--- src/rtl/seg_chk_pkg.sv ---
package seg_chk_pkg;
  localparam int NUM_TGT = 8;
  localparam int TGT_W   = $clog2(NUM_TGT);
  localparam int CAUSE_W = 3;

  typedef enum logic [TGT_W-1:0] {
    TGT_ES   = 3'd0,
    TGT_CS   = 3'd1,
    TGT_SS   = 3'd2,
    TGT_DS   = 3'd3,
    TGT_FS   = 3'd4,
    TGT_GS   = 3'd5,
    TGT_LDTR = 3'd6,
    TGT_TR   = 3'd7
  } tgt_e;

  typedef enum logic [CAUSE_W-1:0] {
    CZ_NONE = 3'd0,
    CZ_NULL = 3'd1,
    CZ_SYS  = 3'd2,
    CZ_TYPE = 3'd3,
    CZ_PRIV = 3'd4
  } cause_e;

  typedef struct packed {
    logic is_code;
    logic is_data;
    logic code_rd;
    logic data_wr;
    logic is_ldt;
    logic is_tss;
  } desc_cls_t;
endpackage

--- src/rtl/seg_desc_class.sv ---
module seg_desc_class
  import seg_chk_pkg::*;
#(
  parameter int TYPE_W = 4
) (
  input  logic              desc_s,
  input  logic [TYPE_W-1:0] desc_type,
  output desc_cls_t         cls
);
  localparam logic [TYPE_W-1:0] LDT_CODE  = TYPE_W'(2);
  localparam logic [TYPE_W-1:0] TSS_NARROW = TYPE_W'(1);
  localparam logic [TYPE_W-1:0] TSS_WIDE   = TYPE_W'(9);
  localparam int EXEC_BIT = TYPE_W - 1;
  localparam int RW_BIT   = 1;

  always_comb begin
    cls.is_code = desc_s & desc_type[EXEC_BIT];
    cls.is_data = desc_s & ~desc_type[EXEC_BIT];
    cls.code_rd = cls.is_code & desc_type[RW_BIT];
    cls.data_wr = cls.is_data & desc_type[RW_BIT];
    cls.is_ldt  = ~desc_s & (desc_type == LDT_CODE);
    cls.is_tss  = ~desc_s & ((desc_type == TSS_NARROW) || (desc_type == TSS_WIDE));
  end
endmodule

--- src/rtl/seg_priv_cmp.sv ---
module seg_priv_cmp #(
  parameter int PL_W = 2
) (
  input  logic [PL_W-1:0] sel_rpl,
  input  logic [PL_W-1:0] cur_pl,
  input  logic [PL_W-1:0] desc_dpl,
  output logic            weak_ok,
  output logic            exact_ok
);
  logic [PL_W-1:0] least_priv;

  always_comb begin
    least_priv = (cur_pl > sel_rpl) ? cur_pl : sel_rpl;
    weak_ok    = (desc_dpl >= least_priv);
    exact_ok   = (desc_dpl == cur_pl);
  end
endmodule

--- src/rtl/seg_rule_eval.sv ---
module seg_rule_eval
  import seg_chk_pkg::*;
(
  input  tgt_e      tgt,
  input  logic      is_null,
  input  logic      desc_s,
  input  desc_cls_t cls,
  input  logic      weak_ok,
  input  logic      exact_ok,
  output cause_e    cause
);
  always_comb begin
    cause = CZ_NONE;
    case (tgt)
      TGT_ES, TGT_DS, TGT_FS, TGT_GS: begin
        if (is_null)                            cause = CZ_NONE;
        else if (!desc_s)                       cause = CZ_SYS;
        else if (!(cls.is_data || cls.code_rd)) cause = CZ_TYPE;
        else if (!weak_ok)                      cause = CZ_PRIV;
      end
      TGT_CS: begin
        if (is_null)           cause = CZ_NULL;
        else if (!desc_s)      cause = CZ_SYS;
        else if (!cls.is_code) cause = CZ_TYPE;
        else if (!exact_ok)    cause = CZ_PRIV;
      end
      TGT_SS: begin
        if (is_null)           cause = CZ_NULL;
        else if (!desc_s)      cause = CZ_SYS;
        else if (!cls.data_wr) cause = CZ_TYPE;
        else if (!exact_ok)    cause = CZ_PRIV;
      end
      TGT_LDTR: begin
        if (is_null)          cause = CZ_NULL;
        else if (!cls.is_ldt) cause = CZ_TYPE;
      end
      TGT_TR: begin
        if (is_null)          cause = CZ_NULL;
        else if (!cls.is_tss) cause = CZ_TYPE;
      end
      default: cause = CZ_TYPE;
    endcase
  end
endmodule

--- src/rtl/seg_load_check.sv ---
module seg_load_check
  import seg_chk_pkg::*;
#(
  parameter int PL_W   = 2,
  parameter int TYPE_W = 4
) (
  input  logic               clk,
  input  logic               rst,
  input  logic               req_valid,
  input  logic [TGT_W-1:0]   req_tgt,
  input  logic               req_null,
  input  logic [PL_W-1:0]    sel_rpl,
  input  logic [PL_W-1:0]    cur_pl,
  input  logic [PL_W-1:0]    desc_dpl,
  input  logic               desc_s,
  input  logic [TYPE_W-1:0]  desc_type,
  output logic               rsp_valid,
  output logic               rsp_allow,
  output logic               rsp_fault,
  output logic [CAUSE_W-1:0] rsp_cause,
  output logic [NUM_TGT-1:0] load_en
);
  desc_cls_t          cls;
  logic               weak_ok;
  logic               exact_ok;
  cause_e             cause_d;
  logic               ok_d;
  logic [NUM_TGT-1:0] load_d;

  seg_desc_class #(.TYPE_W(TYPE_W)) u_cls (
    .desc_s    (desc_s),
    .desc_type (desc_type),
    .cls       (cls)
  );

  seg_priv_cmp #(.PL_W(PL_W)) u_priv (
    .sel_rpl  (sel_rpl),
    .cur_pl   (cur_pl),
    .desc_dpl (desc_dpl),
    .weak_ok  (weak_ok),
    .exact_ok (exact_ok)
  );

  seg_rule_eval u_rule (
    .tgt      (tgt_e'(req_tgt)),
    .is_null  (req_null),
    .desc_s   (desc_s),
    .cls      (cls),
    .weak_ok  (weak_ok),
    .exact_ok (exact_ok),
    .cause    (cause_d)
  );

  assign ok_d = (cause_d == CZ_NONE);

  for (genvar i = 0; i < NUM_TGT; i++) begin : g_wen
    assign load_d[i] = req_valid && ok_d && (req_tgt == TGT_W'(i));
  end

  always_ff @(posedge clk) begin
    if (rst) begin
      rsp_valid <= 1'b0;
      rsp_allow <= 1'b0;
      rsp_fault <= 1'b0;
      rsp_cause <= '0;
      load_en   <= '0;
    end else begin
      rsp_valid <= req_valid;
      rsp_allow <= req_valid && ok_d;
      rsp_fault <= req_valid && !ok_d;
      rsp_cause <= req_valid ? cause_d : CZ_NONE;
      load_en   <= load_d;
    end
  end
endmodule

--- config.mk ---
export PLATFORM = sky130hd
export DESIGN_NAME = seg_load_check
export DESIGN_NICKNAME = d
export VERILOG_FILES = /design/src/rtl/seg_chk_pkg.sv /design/src/rtl/seg_desc_class.sv /design/src/rtl/seg_priv_cmp.sv /design/src/rtl/seg_rule_eval.sv /design/src/rtl/seg_load_check.sv
export SDC_FILE = /design/constraint.sdc
export NUM_CORES = 1
export LEC_CHECK = 0
export ABC_AREA = 1
export BUFFER_PORTS_ARGS = -buffer_cell sky130_fd_sc_hd__buf_2
export CORE_ASPECT_RATIO = 1.2
export CORE_MARGIN = 2
export CORE_UTILIZATION = 35
export CTS_CLUSTER_DIAMETER = 120
export DETAILED_ROUTE_END_ITERATION = 10
export PLACE_DENSITY = 0.63
export SLEW_MARGIN = 20
export SYNTH_ARGS = -nofsm -noshare
export SYNTH_HDL_FRONTEND = slang
export SYNTH_SLANG_ARGS = --single-unit
--- constraint.sdc ---
create_clock -name clk -period 1.8 [get_ports clk]
set_input_delay 0.27 -clock clk [delete_from_list [all_inputs] [get_ports clk]]
set_output_delay 0.27 -clock clk [all_outputs]
set_load 0.01 [all_outputs]
==> impl_metrics.ini <==
[global_routing]
grt_pass1_wl_mm = 2.925
antenna_found_initial = 0
grt_pass1_vias = 739
grt_max_degree = 10
grt.overflow.total = 0
grt_use_total = 0.1275

[clock_network]
cts_tree = yes
root_buffer = clkbuf_4
path_clk_slew_ns = 0.07
cts_max_path_buffers = 2
cts_made_buffers = 3
htree_levels = 1
cts_sinks = 14

[timing]
post-route-period-util = 0.9309
max_freq_ghz = 0.5968
finalCriticalPeriod_ns = 1.676
relSlewSlack = 0.8450
max_slew.worst_pin.slew_ns = 0.2317
whs_ns = 0.3200
setup_violations = 0
final_hold_viol_count = 0
slew_viol_final = 0
rsz0062_at_grt = false

[route]
ant_nets = 0
drc = 0
vias = 855
first_pass_iters = 5
wl_per_cell_um = 8.648
drt_wl_total_mm = 1.669
first_iter_violations = 11
drt-vias-per-instance = 4.430

[worst_setup_path]
crit_cells = 14
required_ns = 1.96
crit_type = in -> reg
worstSetupEndpointType = flop
arrival_ns = 1.84
critPathBufInv = 2
crit_slowest_cell = ha_1
cpMostUsedCell = o21ai_1
critPathMaxStageDelay_ns = 0.29
worstSetupEndpoint = load_en[5]
cp_cell_sequence = buf_2 > inv_2 > ha_4 > nor2_1 > o22ai_2 > nand2_1 > o21ai_1 > ha_1 > o21ai_1 > nand4_2 > nand2_2 > nor2_4 > nand3_2 > nor2_2
cp_max_fo = 4
cp_top_family = simple AND/OR/NAND/NOR gates
critPathLaunch = cur_pl[1]
startpoint_type = input pin

[finish]
multi_input_area_um2 = 541.8
nets = 186
insertedDiodeCount = 0
drive_above_1_share = 0.4198
ff_latch_area_um2 = 280.3
final_core_util = 0.4968
area_growth_pct = 32.14
fillerInstances = 271

[floorplan]
fp.dieW_um = 49.67
initial_core_util = 0.3759
die-area_um2 = 2920
core_um2 = 2330
num_rows = 19
ios = 32
die_h_um = 58.80

[synth]
synthDistinctLibCells = 20
synthAdderAreaFrac = 0.07143
synth_xor_xnor_area_share = 0
synth_top_family_by_area = simple AND/OR/NAND/NOR gates
yosys.area.top_type = dfxtp_1
synth-compound-area-share = 0.05286
syn_nets = 146
netlist_area_um2 = 875.8
synth_top_area_share = 0.3200
yosys.area_share.simple = 0.4614
ys_seq_area_frac = 0.3200
synth_mux_area_frac = 0
avgSynthCellArea_um2 = 7.121
yosysWarnings = 0
synth.area.top_cells = dfxtp_1 32%, nand2_1 11%, inv_1 7.7%
synthCells = 123
ys_seq_elements = 14

[placement]
gp_congestion = 0.8151
place.port_buffers = 31
dpl.hpwl_mm = 1.397

[pwr]
power_frac_comb = 0.256
seqPwrFrac = 0.449
clockPowerShare = 0.295
switching_share = 0.2797
power_switching_w = 0.0001992
leakage_nw = 0.6362
p_per_area_nw_per_um2 = 615.4
irDropWorstVdd_mv = 0.2994
cellInternalPower_w = 0.0005131

[worst_hold_path]
hold_class = in -> reg

[flow_run]
maxCapViolCount = 0

[run_status]
status = complete, no violations
==> layout by cell type (no fill, tap or decap), drive strengths merged <==
cell,netlist,layout
nor3,1,1
a21oi,5,5
nand3,16,17
nand4,2,2
inv,22,22
o21ai,3,3
nand2,29,29
buf,0,34
dfxtp,14,14
o22ai,1,1
clkbuf,0,4
nor2,24,24
or2,1,1
ha,5,5
==> registers in the layout, indices dropped and copies added (netlist names) <==
register,cells
load_en,8
rsp_cause,3
rsp_allow,1
rsp_fault,1
rsp_valid,1
==> how the worst min path moves through the flow <==
stage,startpoint,to,slack [ns],cells past startpoint
floorplan,req_tgt[2],load_en[5],0.43,2
global placement,req_tgt[1],load_en[3],0.60,3
detailed placement,req_tgt[2],load_en[5],0.60,3
CTS,req_tgt[2],load_en[5],0.32,3
global route,req_tgt[2],load_en[5],0.31,3
finish,req_tgt[2],load_en[5],0.32,3
==> cell families (layout without fill, tap and decap cells) <==
kind of cell               after synthesis  after routing
adders and majority gates                5              5
and+or+nand+nor                         73             74
DFF                                     14             14
AOI/OAI and AO/OA                        9              9
buffers and inverters                   22             60
==> power groups by stage <==
stage / logic [W] / registers, W / clock network, W
after floorplan: 0.000112 / 0.000333 / 0
after global placement: 0.000173 / 0.000327 / 0
after detailed placement: 0.000177 / 0.000327 / 0
after CTS: 0.000179 / 0.000320 / 0.000213
after global routing: 0.000206 / 0.000321 / 0.000236
final: 0.000182 / 0.000320 / 0.000210
==> final cells by class <==
type	instances	area share
clock buffers	4	0.03135
inverters	22	0.07135
multi-input cells	88	0.4681
flip-flops and latches	14	0.2422
well taps	31	0.03351
repair buffers	34	0.1535
==> timing repair <==
action,4_1_cts,5_1_grt
resized for setup,0,1
hold buffers,0,0
setup endpoints to repair,0,9
setup buffers,0,0
==> metrics by stage <==
step | cells | setup TNS [ns] | worst slack [ns] | area [µm²] | power, W
after global routing | 193 | 0 | 0.001418 | 1157 | 0.0007626
after floorplan | 123 | 0 | 0.006560 | 894.6 | 0.0004445
after global placement | 188 | -1.494 | -0.1693 | 1111 | 0.0005003
after CTS | 192 | 0 | 0.05580 | 1147 | 0.0007120
after detailed placement | 188 | -1.937 | -0.2178 | 1111 | 0.0005048
final | 193 | 0 | 0.1244 | 1157 | 0.0007123
==> per-layer routing <==
metal | GRT usage | vias up | wire, µm
met5 | 0 | - | 0
met4 | 0.05952 | 0 | 17
met3 | 0.02538 | 2 | 126
met2 | 0.2171 | 34 | 818
met1 | 0.1546 | 354 | 707
li1 | - | 465 | -
==> cell usage after synthesis, drive strengths merged <==
cell type  count
inv           22
a21oi          5
nand3         16
o22ai          1
nor2          24
or2            1
ha             5
dfxtp         14
nand2         29
o21ai          3
nor3           1
nand4          2
(Power assumes the default switching activity.)
